File: config.mk
export PLATFORM = sky130hd
export DESIGN_NAME = txctl_dual
export DESIGN_NICKNAME = d
export VERILOG_FILES = /design/src/rtl/txctl_pkg.sv /design/src/rtl/txctl_stretch.sv /design/src/rtl/txctl_hold.sv /design/src/rtl/txctl_chan.sv /design/src/rtl/txctl_dual.sv
export SDC_FILE = /design/constraint.sdc
export NUM_CORES = 1
export LEC_CHECK = 0
export CAP_MARGIN = 20
export CELL_PAD_IN_SITES_DETAIL_PLACEMENT = 2
export CELL_PAD_IN_SITES_GLOBAL_PLACEMENT = 2
export CORE_ASPECT_RATIO = 1.5
export CORE_UTILIZATION = 29
export CTS_CLUSTER_DIAMETER = 100
export CTS_CLUSTER_SIZE = 24
export DETAILED_ROUTE_END_ITERATION = 7
export PLACE_DENSITY = 0.88
export SLEW_MARGIN = 25
export SYNTH_ARGS = -nofsm -noshare
export SYNTH_HDL_FRONTEND = slang
export SYNTH_SLANG_ARGS = --single-unit
File: constraint.sdc
create_clock -name clk -period 3.6 [get_ports clk]
set_input_delay 0.54 -clock clk [delete_from_list [all_inputs] [get_ports clk]]
set_output_delay 0.54 -clock clk [all_outputs]
set_load 0.03 [all_outputs]
File: src/rtl/txctl_pkg.sv
package txctl_pkg;

  typedef struct packed {
    logic txp_hi;
    logic txp_hi_en;
    logic bias_hi;
    logic bias_hi_en;
    logic ext;
    logic ext_en;
    logic txp_lo;
    logic txp_lo_en;
  } chan_flags_t;

  // Enabled causes that may force a shutdown (low power is excluded).
  function automatic logic fast_hit(chan_flags_t f);
    return (f.txp_hi & f.txp_hi_en) | (f.bias_hi & f.bias_hi_en) |
           (f.ext & f.ext_en);
  endfunction

  // Low-power fault, ignored while the settling window is open.
  function automatic logic slow_hit(chan_flags_t f, logic window);
    return f.txp_lo & f.txp_lo_en & ~window;
  endfunction

  // Set-dominant set/reset latch step.
  function automatic logic sr_next(logic q, logic set, logic clr);
    return set | (q & ~clr);
  endfunction

endpackage

File: src/rtl/txctl_stretch.sv
module txctl_stretch #(
  parameter int EXT_CYCLES = 8
) (
  input  logic clk,
  input  logic rst_n,
  input  logic req,
  output logic win
);
  localparam int CW = $clog2(EXT_CYCLES + 1);
  localparam logic [CW-1:0] LOAD = CW'(EXT_CYCLES);

  logic [CW-1:0] remain;

  always_ff @(posedge clk or negedge rst_n) begin
    if (!rst_n)               remain <= '0;
    else if (req)             remain <= LOAD;
    else if (remain != '0)    remain <= remain - 1'b1;
  end

  assign win = req | (remain != '0);
endmodule

File: src/rtl/txctl_hold.sv
module txctl_hold #(
  parameter int RST_CYCLES = 20
) (
  input  logic clk,
  input  logic rst_n,
  input  logic req,
  output logic clr
);
  localparam int CW = $clog2(RST_CYCLES + 1);
  localparam logic [CW-1:0] LIMIT = CW'(RST_CYCLES);

  logic [CW-1:0] held;

  always_ff @(posedge clk or negedge rst_n) begin
    if (!rst_n)              held <= '0;
    else if (!req)           held <= '0;
    else if (held != LIMIT)  held <= held + 1'b1;
  end

  assign clr = req & (held == LIMIT);
endmodule

File: src/rtl/txctl_chan.sv
module txctl_chan
  import txctl_pkg::*;
#(
  parameter int EXT_CYCLES = 8,
  parameter int RST_CYCLES = 20,
  parameter int LO_W       = 5
) (
  input  logic            clk,
  input  logic            rst_n,
  input  logic            dis_pin,
  input  logic            sw_dis,
  input  logic            flt_pin,
  input  logic            flt_inv,
  input  logic            flt_en,
  input  logic            txp_hi,
  input  logic            txp_hi_en,
  input  logic            bias_hi,
  input  logic            bias_hi_en,
  input  logic            txp_lo,
  input  logic            txp_lo_en,
  input  logic [LO_W-1:0] lo_evt,
  output logic            dis_out,
  output logic            flt_q,
  output logic            fetg_q,
  output logic            win,
  output logic [LO_W-1:0] lo_q
);
  logic        req;
  logic        clr;
  logic        set_fast;
  logic        set_slow;
  chan_flags_t flags;

  assign req = dis_pin | sw_dis;

  txctl_stretch #(.EXT_CYCLES(EXT_CYCLES)) u_stretch (
    .clk(clk), .rst_n(rst_n), .req(req), .win(win)
  );

  txctl_hold #(.RST_CYCLES(RST_CYCLES)) u_hold (
    .clk(clk), .rst_n(rst_n), .req(req), .clr(clr)
  );

  always_comb begin
    flags            = '0;
    flags.txp_hi     = txp_hi;
    flags.txp_hi_en  = txp_hi_en;
    flags.bias_hi    = bias_hi;
    flags.bias_hi_en = bias_hi_en;
    flags.ext        = flt_pin ^ flt_inv;
    flags.ext_en     = flt_en;
    flags.txp_lo     = txp_lo;
    flags.txp_lo_en  = txp_lo_en;
  end

  assign set_fast = fast_hit(flags);
  assign set_slow = slow_hit(flags, win);

  always_ff @(posedge clk or negedge rst_n) begin
    if (!rst_n) begin
      fetg_q <= 1'b0;
      flt_q  <= 1'b0;
      lo_q   <= '0;
    end else begin
      fetg_q <= sr_next(fetg_q, set_fast, clr);
      flt_q  <= sr_next(flt_q, set_fast | set_slow, clr);
      lo_q   <= lo_q | (lo_evt & ~{LO_W{win}});
    end
  end

  assign dis_out = req | fetg_q;
endmodule

File: src/rtl/txctl_dual.sv
module txctl_dual #(
  parameter int NCH        = 2,
  parameter int LO_W       = 5,
  parameter int EXT_CYCLES = 8,
  parameter int RST_CYCLES = 20
) (
  input  logic                 clk,
  input  logic                 rst_n,
  input  logic                 supply_ok,
  input  logic [NCH-1:0]       dis_pin,
  input  logic [NCH-1:0]       sw_dis,
  input  logic [NCH-1:0]       flt_pin,
  input  logic [NCH-1:0]       flt_inv,
  input  logic [NCH-1:0]       flt_en,
  input  logic [NCH-1:0]       txp_hi,
  input  logic [NCH-1:0]       txp_hi_en,
  input  logic [NCH-1:0]       bias_hi,
  input  logic [NCH-1:0]       bias_hi_en,
  input  logic [NCH-1:0]       txp_lo,
  input  logic [NCH-1:0]       txp_lo_en,
  input  logic [NCH*LO_W-1:0]  lo_evt,
  input  logic [NCH-1:0]       txf_sel,
  output logic [NCH-1:0]       dis_out,
  output logic                 dis_oe,
  output logic                 txf_low,
  output logic [NCH-1:0]       flt,
  output logic [NCH-1:0]       fetg,
  output logic [NCH-1:0]       win,
  output logic [NCH*LO_W-1:0]  lo_lat
);
  for (genvar c = 0; c < NCH; c++) begin : g_ch
    txctl_chan #(
      .EXT_CYCLES(EXT_CYCLES), .RST_CYCLES(RST_CYCLES), .LO_W(LO_W)
    ) u_chan (
      .clk(clk), .rst_n(rst_n),
      .dis_pin(dis_pin[c]), .sw_dis(sw_dis[c]),
      .flt_pin(flt_pin[c]), .flt_inv(flt_inv[c]), .flt_en(flt_en[c]),
      .txp_hi(txp_hi[c]), .txp_hi_en(txp_hi_en[c]),
      .bias_hi(bias_hi[c]), .bias_hi_en(bias_hi_en[c]),
      .txp_lo(txp_lo[c]), .txp_lo_en(txp_lo_en[c]),
      .lo_evt(lo_evt[c*LO_W +: LO_W]),
      .dis_out(dis_out[c]), .flt_q(flt[c]), .fetg_q(fetg[c]),
      .win(win[c]), .lo_q(lo_lat[c*LO_W +: LO_W])
    );
  end

  assign dis_oe  = supply_ok;
  assign txf_low = |(flt & txf_sel);
endmodule

* Yosys cells after proc, flatten, opt, wreduce, memory -nomap -nowiden
Cells that the tools add are included.
Storage, ports and cells: bits in registers 32, input bits 37, output and inout bits 20
Cells by class: $add $sub $neg 4, eq/ne operators 6, multiplexer cells 8, bitwise operators 45, reductions and logical operators 5
Operators by type and width (count):
- 2-to-1 mux 5 bit | 4
- bitwise AND 1 bit | 16
- 2-to-1 mux 4 bit | 4
- OR 1 bit | 16
- adder 5 x 1 -> 5 bit (second input constant) | 2
- bitwise AND 5 bit | 2
- == test 5 bit (second input constant) | 2
- inequality test 5 bit (second input constant) | 2
- inverter 5 bit | 2
- OR 5 bit | 2
- nonzero test 4 bit | 2
- subtractor 4 x 1 -> 4 bit (second input constant) | 2
- inequality test 2 bit (second input constant) | 2
- inverter 1 bit | 4
- nonzero test 2 bit | 2
- bitwise AND 2 bit | 1
- OR reduction 2 bit | 1
- bitwise XOR 1 bit | 2

* Depth between registers and ports, before layout
Gate-level depths: netlist of run 1.
depth after elaboration 6, depth in mapped cells 6, gate-level depth less buffers 5

* Hierarchy
A second synthesis of run 1 with hierarchy kept.
Unflattened totals: cell total of the unflattened synthesis 148, area, all modules 1645.3 µm²
Modules (own cells, without submodules):
- txctl_hold | times used 2, cells each 29, area each 309.0 µm², seq. area each 125.1 µm²
- txctl_chan | times used 2, cells each 22, area each 272.8 µm², seq. area each 175.2 µm²
- txctl_stretch | times used 2, cells each 22, area each 232.7 µm², seq. area each 100.1 µm²
- txctl_dual | times used 1, cells each 2, area each 16.3 µm², seq. area each 0.0 µm²

* Least setup slack after synthesis of run 1
No wires, ideal clock.
path kind reg2out, from register g_ch[0].u_chan.u_stretch.remain[0], to output win[0], data arrival time 1439 ps, required time 3060 ps, slack 1621 ps, cell stages (with the launch flop) 7, buffers on the path 1, path through dfrtp_1 -> inv_1 -> ha_1 -> or3b_4 -> nor3_4 -> inv_1 -> buf_4
On the way: cells in the longest elaborated chain, start to end 2
Ends and longest elaborated chain:
- start, declared | RTL line txctl_stretch.sv:12 | logic [CW-1:0] remain;
- start signal, assigned | RTL line txctl_stretch.sv:17 | else if (remain != '0) remain <= remain - 1'b1;
- nonzero test 4 bit | RTL line txctl_stretch.sv:20 | assign win = req | (remain != '0);
- OR 1 bit | RTL line txctl_stretch.sv:20
- end, declared | RTL line txctl_dual.sv:28 | output logic [NCH-1:0] win,
No other way between the ends.

* Worst setup path after layout of run 1
from input sw_dis[1], to output win[1]
On the way: cells in the longest elaborated chain, start to end 2
Ends and longest elaborated chain:
- start, declared | RTL line txctl_dual.sv:11 | input logic [NCH-1:0] sw_dis,
- OR 1 bit | RTL line txctl_chan.sv:34 | assign req = dis_pin | sw_dis;
- OR 1 bit | RTL line txctl_stretch.sv:20
No other way between the ends.

==> results of run 1 <==
## kinds of logic after synthesis
| family | Yosys count | share of synthesized area |
|---|---|---|
| adder cells (fa/ha/maj) | 6 | 0.04781 |
| flip-flops | 32 | 0.5100 |
| AO/OA/AOI/OAI | 26 | 0.1187 |
| multiplexers | 6 | 0.04542 |
| XOR/XNOR | 12 | 0.06693 |
| buffers and inverters | 20 | 0.07569 |
| AND/OR/NAND/NOR | 38 | 0.1355 |
## cells in the mapped netlist, types with 2 or more instances
cell type   n
nor3_1      6
a21o_1     11
nor2_1     11
or3_1       3
dfrtp_1    32
ha_1        6
a222oi_1    2
nand4b_1    2
buf_4       9
mux2i_1     3
a21oi_1     3
o21ai_0     6
inv_1       9
nand3_1     5
xor2_1      6
mux2_4      2
xnor2_1     6
nand2_1     4
## state kept, by name, indices dropped and copies added (netlist names)
register                      count
g_ch.u_chan.lo_q                 10
g_ch.u_chan.u_hold.held          10
g_ch.u_chan.u_stretch.remain      8
g_ch.u_chan.fetg_q                2
g_ch.u_chan.flt_q                 2
## stage by stage
step	hold slack (ns)	util	total power, µW	setup slack [ns]	cells
2_1_floorplan	0.2444	-	733.9	1.621	140
3_3_place_gp	0.4391	0.4113	899.1	0.7190	253
3_5_place_dp	0.4434	0.4113	918.9	0.6672	253
4_1_cts	0.4631	0.4322	1271	0.6528	261
5_1_grt	0.4743	0.4322	1315	0.5787	261
6_report	0.4586	0.4322	1249	0.6839	261
## worst paths after layout
| kind | startpoint | end | slack, ns | depth (start not counted) |
|---|---|---|---|---|
| max in group asynchronous | rst_n | g_ch[0].u_chan.lo_q[3]$_DFF_PN0_ | 2.64 | 2 |
| setup reg to reg | g_ch[0].u_chan.u_stretch.remain[0]$_DFFE_PN0P_ | g_ch[0].u_chan.u_stretch.remain[1]$_DFFE_PN0P_ | 1.97 | 4 |
| hold / removal | g_ch[1].u_chan.lo_q[4]$_DFF_PN0_ | g_ch[1].u_chan.lo_q[4]$_DFF_PN0_ | 0.46 | 1 |
| hold reg to reg | g_ch[1].u_chan.lo_q[4]$_DFF_PN0_ | g_ch[1].u_chan.lo_q[4]$_DFF_PN0_ | 0.46 | 1 |
| min in group asynchronous | rst_n | g_ch[0].u_chan.u_hold.held[2]$_DFFE_PN0N_ | 0.66 | 2 |
| setup / recovery | sw_dis[1] | win[1] | 0.68 | 5 |
## per-layer routing
layer / share of wire / wire [µm] / GRT usage / vias up
met4: 0.018 / 74 / 0.06667 / 0
met3: 0.047 / 193 / 0.05078 / 8
met2: 0.57 / 2335 / 0.2934 / 41
met1: 0.37 / 1523 / 0.1631 / 599
met5: 0 / 0 / 0 / -
li1: - / - / - / 581
## power by group through the flow
| stage | sequential (µW) | combinational (µW) | clock [µW] |
|---|---|---|---|
| floorplan | 586 | 148 | 0 |
| global placement | 513 | 386 | 0 |
| detailed placement | 520 | 399 | 0 |
| CTS | 515 | 403 | 353 |
| global route | 523 | 427 | 366 |
| finish | 512 | 393 | 343 |
## worst register-to-register path, stage by stage (launching register included)
cell,delay (ns)
dfrtp_1,0.39
inv_1,0.10
ha_1,0.23
or3b_4,0.43
a2111oi_2,0.37
## cell type report
cell class              count  area (µm²)  share of cell area
multi-input cells          88       650.6              0.2915
well taps                  68       85.08             0.03812
flip-flops and latches     32       800.8              0.3587
clock inverters             2       35.03             0.01570
inverters                  10       40.04             0.01794
repair buffers             55       548.0              0.2455
clock buffers               6       72.57             0.03251
==> key figures, run 1 <==
Yosys
  – Cells after synthesis: 140
  – Post-synthesis cell area: between 1500 and 2000 µm²
  – Seq/Total Area, Yosys: 0.5100
  – Count of cell types in the netlist: 32
  – Area contributors post-synth: dfrtp_1 (51%), a21o_1 (5.3%), ha_1 (4.8%)
  – Syn Area/Cell: around 11 µm²
  – FFs w/ async S/R, synth: 1.000
  – Synth warn: 0
  – Post-synth top area cell: dfrtp_1
  – Syn_nets: about 180
  – Seq cells post-synth: 32
  – Top FF cell, synth: dfrtp_1
  – Yosys top cell area share: 0.5100
  – Post-synth EDFFs: 0

Cells and area
  – Final-stage net count: between 200 and 250
  – Share of post-route cells with drive strength above 1: 0.08290
  – Area growth syn-to-layout: 42.15%
  – Commonest cells after routing, fill and taps aside: clkdlybuf4s50_1 (54), dfrtp_1 (32), nor2_1 (11), a21o_1 (11), inv_1 (9)
  – Fill count: approximately 540
  – Antenna diodes: 0
  – Commonest non-fill, non-tap cell in the layout: clkdlybuf4s50_1
  – Final instance area: roughly 2200 µm²

Timing
  – # setup viols final: 0
  – Setup tns final: 0 ns
  – RSZ-0062 raised after global routing: no
  – Final worst path period share: 0.8100
  – Final Skew: 0.001286 ns
  – Crit path time final: between 2 and 3 ns
  – Slew @ Worst Pin: about 0.57 ns
  – Fmax: about 340 MHz
  – Slew Limit Fails: 0
  – Fin. Hold Viols: 0
  – Slew HR: 0.6173

Clocking
  – Number of H-tree levels: 2
  – CTS Buffer Depth: 2
  – Clock latency on the worst-skew pair: ~0.28 ns
  – Clock root cell: clkbuf_8
  – CTS tree: done
  – Clock transition at path regs: about 0.07 ns
  – CTS buffer count: 5
  – CTS Hold Bufs: 0
  – # Post-CTS Setup Buffers: 0
  – Clock Sinks: 32
  – Resize count post-CTS: 0

Worst setup path
  – CP endpoint kind: primary output
  – Critical path class: in -> out
  – Worst Path Required: slightly above 3 ns
  – Critical path's slowest cell: clkdlybuf4s50_1
  – CP Data Arrival Time: ~2.4 ns
  – Crit start category: input port
  – Family with the most delay on the worst path: buffers and inverters
  – Critical-path cell list: clkdlybuf4s50_1, nor2_4, and3_1, inv_4, clkdlybuf4s50_1
  – Most used cell along the critical path: clkdlybuf4s50_1
  – Crit path buffers/inverters: 3
  – Crit path largest cell delay: roughly 0.60 ns
  – Max FO, Critical Path: 8

Pwr
  – P_leak: between 0.0009 and 0.001 µW
  – Comb pwr share: 0.315
  – Peak supply drop: approximately 260 µV
  – Sw frac: 0.3225
  – Seq pwr share: 0.410
  – Power Density: roughly 560 nW/µm²
  – Clock power share: 0.275
  – Internal: 846.0 µW
  – P_sw: around 400 µW

Status
  – Outcome: completed

Detailed routing
  – Pre-Repair DR Iteration Count: 4
  – Drt via density: approximately 4.7
  – DRC viols: 0
  – 1st-iter DRT viols: 17
  – Routed Antenna Nets: 0
  – Vias: approximately 1200
  – WL final: approximately 4100 µm
  – WL/cell: approximately 16 µm

Placed design
  – Post-DP Area: about 2100 µm²
  – Dpl hpwl: approximately 3200 µm
  – IO buf count: 54
  – RD Place Congestion: around 0.70

Die
  – Die area: ~5700 µm²
  – Num ports: 57
  – Die X: between 60 and 70 µm
  – Core area: between 5000 and 6000 µm²
  – Die height: 92.12 µm
  – Starting Density: 0.3040
  – Std cell rows: 32

Global route
  – First-pass GRT wire length: approximately 6600 µm
  – Gr ovfl total: 0
  – Gr usage total: 0.1632
  – Antenna violations before repair: 0
  – Vias in the first global route: about 1500
  – Largest net degree at the start of global routing: 33

Min path
  – Worst Hold Class: reg -> reg

Flow run
  – Max-Cap Viols: 0
Power figures use the tool's default switching activity.
==> run 2, diff against run 1 <==
CORE_UTILIZATION = 27   (was 29)
PLACE_DENSITY = 0.83   (was 0.88)
clock period = 2.7 ns   (was 3.6 ns; I/O delays follow)
==> key figures, run 2 (synthesis gave the netlist of run 1 again) <==
Placed design
  – RD Place Congestion: 0.7211
  – IO buf count: 54
  – Dpl hpwl: 3133 µm

Die
  – Starting Density: 0.2838
  – Die X: roughly 64 µm
  – Num ports: 57
  – Die height: around 95 µm
  – Die area: between 6000 and 7000 µm²
  – Core area: roughly 5500 µm²
  – Std cell rows: 33

Pwr
  – Power Density: 700.0 nW/µm²
  – Seq pwr share: 0.428
  – Peak supply drop: about 250 µV
  – P_leak: 0.001012 µW
  – Internal: approximately 1100 µW
  – Comb pwr share: 0.335
  – Sw frac: 0.3268
  – P_sw: 518.1 µW
  – Clock power share: 0.236

Clocking
  – Clock transition at path regs: roughly 0.06 ns
  – Clock root cell: clkbuf_8
  – Number of H-tree levels: 2
  – CTS Buffer Depth: 2
  – CTS tree: done
  – CTS buffer count: 5
  – Clock latency on the worst-skew pair: 0.28 ns
  – Clock Sinks: 32
  – CTS Hold Bufs: 0

Timing
  – Slew @ Worst Pin: between 0.4 and 0.5 ns
  – # setup viols final: 0
  – Setup tns final: 0 ns
  – Crit path time final: 2.432 ns
  – RSZ-0062 raised after global routing: no
  – Final Skew: between 0.004 and 0.005 ns
  – Fmax: approximately 400 MHz
  – Slew Limit Fails: 0
  – Fin. Hold Viols: 0
  – Slew HR: 0.6883
  – Final worst path period share: 0.9008

Global route
  – First-pass GRT wire length: 6589 µm
  – Gr ovfl total: 0
  – Antenna violations before repair: 0
  – Gr usage total: 0.1430
  – Vias in the first global route: 1426
  – Largest net degree at the start of global routing: 33

Worst setup path
  – Max FO, Critical Path: 6
  – CP Data Arrival Time: roughly 2.0 ns
  – Critical-path cell list: clkdlybuf4s50_1, nor2_4, and3_1, inv_4, clkdlybuf4s50_1
  – RR Startpoint: g_ch[0].u_chan.u_stretch.remain[0]$_DFFE_PN0P_
  – Reg2reg path depth: 6
  – Critical path's slowest cell: clkdlybuf4s50_1
  – R2r endpoint: g_ch[0].u_chan.lo_q[1]$_DFF_PN0_
  – CP endpoint kind: primary output
  – Most used cell along the critical path: clkdlybuf4s50_1
  – CP Launch Point: sw_dis[1]
  – R2R setup slack: approximately 1.1 ns
  – Worst Path Required: ~2.3 ns
  – Critical path class: in -> out
  – Crit path largest cell delay: 0.67 ns
  – Crit start category: input port

Min path
  – Hold Path Origin: g_ch[0].u_chan.lo_q[2]$_DFF_PN0_
  – Hold path cells: 1
  – Worst Hold Class: reg -> reg
  – Hold EP: g_ch[0].u_chan.lo_q[2]$_DFF_PN0_

Status
  – Outcome: completed

Detailed routing
  – WL/cell: between 10 and 15 µm
  – Vias: between 1000 and 1500
  – M1 WL: around 1500 µm
  – 1st-iter DRT viols: 35
  – WL final: 3939 µm
  – Routed length on met2: between 2000 and 2500 µm
  – Met3 wire len: roughly 200 µm
  – Drt via density: 4.740
  – Top layer in use: met4
  – Pre-Repair DR Iteration Count: 4
  – Routed Antenna Nets: 0
  – DRC viols: 0

Cells and area
  – Commonest cells after routing, fill and taps aside: clkdlybuf4s50_1 (53), dfrtp_1 (32), nor2_1 (11), a21o_1 (11), inv_1 (9)
  – Commonest non-fill, non-tap cell in the layout: clkdlybuf4s50_1
  – Antenna diodes: 0
  – Final-stage net count: roughly 240
  – Area growth syn-to-layout: 44.22%
  – Final Util: 0.4093
  – Share of post-route cells with drive strength above 1: 0.1055
  – Top Registers: g_ch.u_chan.lo_q (10), g_ch.u_chan.u_hold.held (10), g_ch.u_chan.u_stretch.remain (8)

Flow run
  – Max-Cap Viols: 0
-- run 2: changes by cell type in the layout (fill, tap and decap cells not counted) --
cell / delta
clkbuf_1: +1
clkdlybuf4s50_1: -1
dlymetal6s2s_1: +1
buf_4: +6
clkinv_2: -1
clkbuf_8: +1
bufinv_16: -1
-- run 2: layout make-up --
type | count | area, µm²
timing repair buffer | 61 | 595.6
inverter | 10 | 40.04
tap | 70 | 87.58
multi-input combinational | 88 | 650.6
fill | 599 | 3268
sequential | 32 | 800.8
clock buffer | 8 | 90.09
-- run 2: how the worst max path moves through the flow --
stage / end
2_1_floorplan: win[0]
3_3_place_gp: win[1]
3_5_place_dp: win[1]
4_1_cts: win[0]
5_1_grt: win[1]
6_report: win[1]
-- run 2: power by group through the flow --
stage / clock, µW / combinational, µW / sequential (µW)
final: 375 / 532 / 679
after global placement: 0 / 521 / 683
after detailed placement: 0 / 540 / 689
after global routing: 413 / 581 / 696
after CTS: 390 / 544 / 681
after floorplan: 0 / 197 / 782
-- run 2: through the flow --
| step | power (µW) | cell area [µm²] | hold WS [ns] | cells | setup slack, ns |
|---|---|---|---|---|---|
| after floorplan | 978.5 | 1570 | 0.1094 | 140 | 0.8556 |
| after global placement | 1204 | 2172 | 0.4385 | 261 | 0.2927 |
| after detailed placement | 1229 | 2172 | 0.4471 | 261 | 0.2699 |
| after CTS | 1615 | 2262 | 0.4627 | 269 | 0.03445 |
| after global routing | 1690 | 2265 | 0.4763 | 269 | 0.2260 |
| final | 1585 | 2265 | 0.4563 | 269 | 0.2678 |
-- run 2: layer usage --
| metal | up-vias | track usage |
|---|---|---|
| met5 | - | 0 |
| met4 | 0 | 0.05556 |
| met3 | 7 | 0.03230 |
| met2 | 39 | 0.2807 |
| met1 | 638 | 0.1420 |
| li1 | 591 | - |
-- run 2: repair_timing --
item,in CTS,in global routing
setup buffers,0,0
setup endpoints to repair,0,1
gates resized for setup,0,1
-- run 2: worst max-delay path, delay by kind of cell --
family | cells | cell delay, ns
buf+inv | 3 | 1.35
simple gates | 2 | 0.27
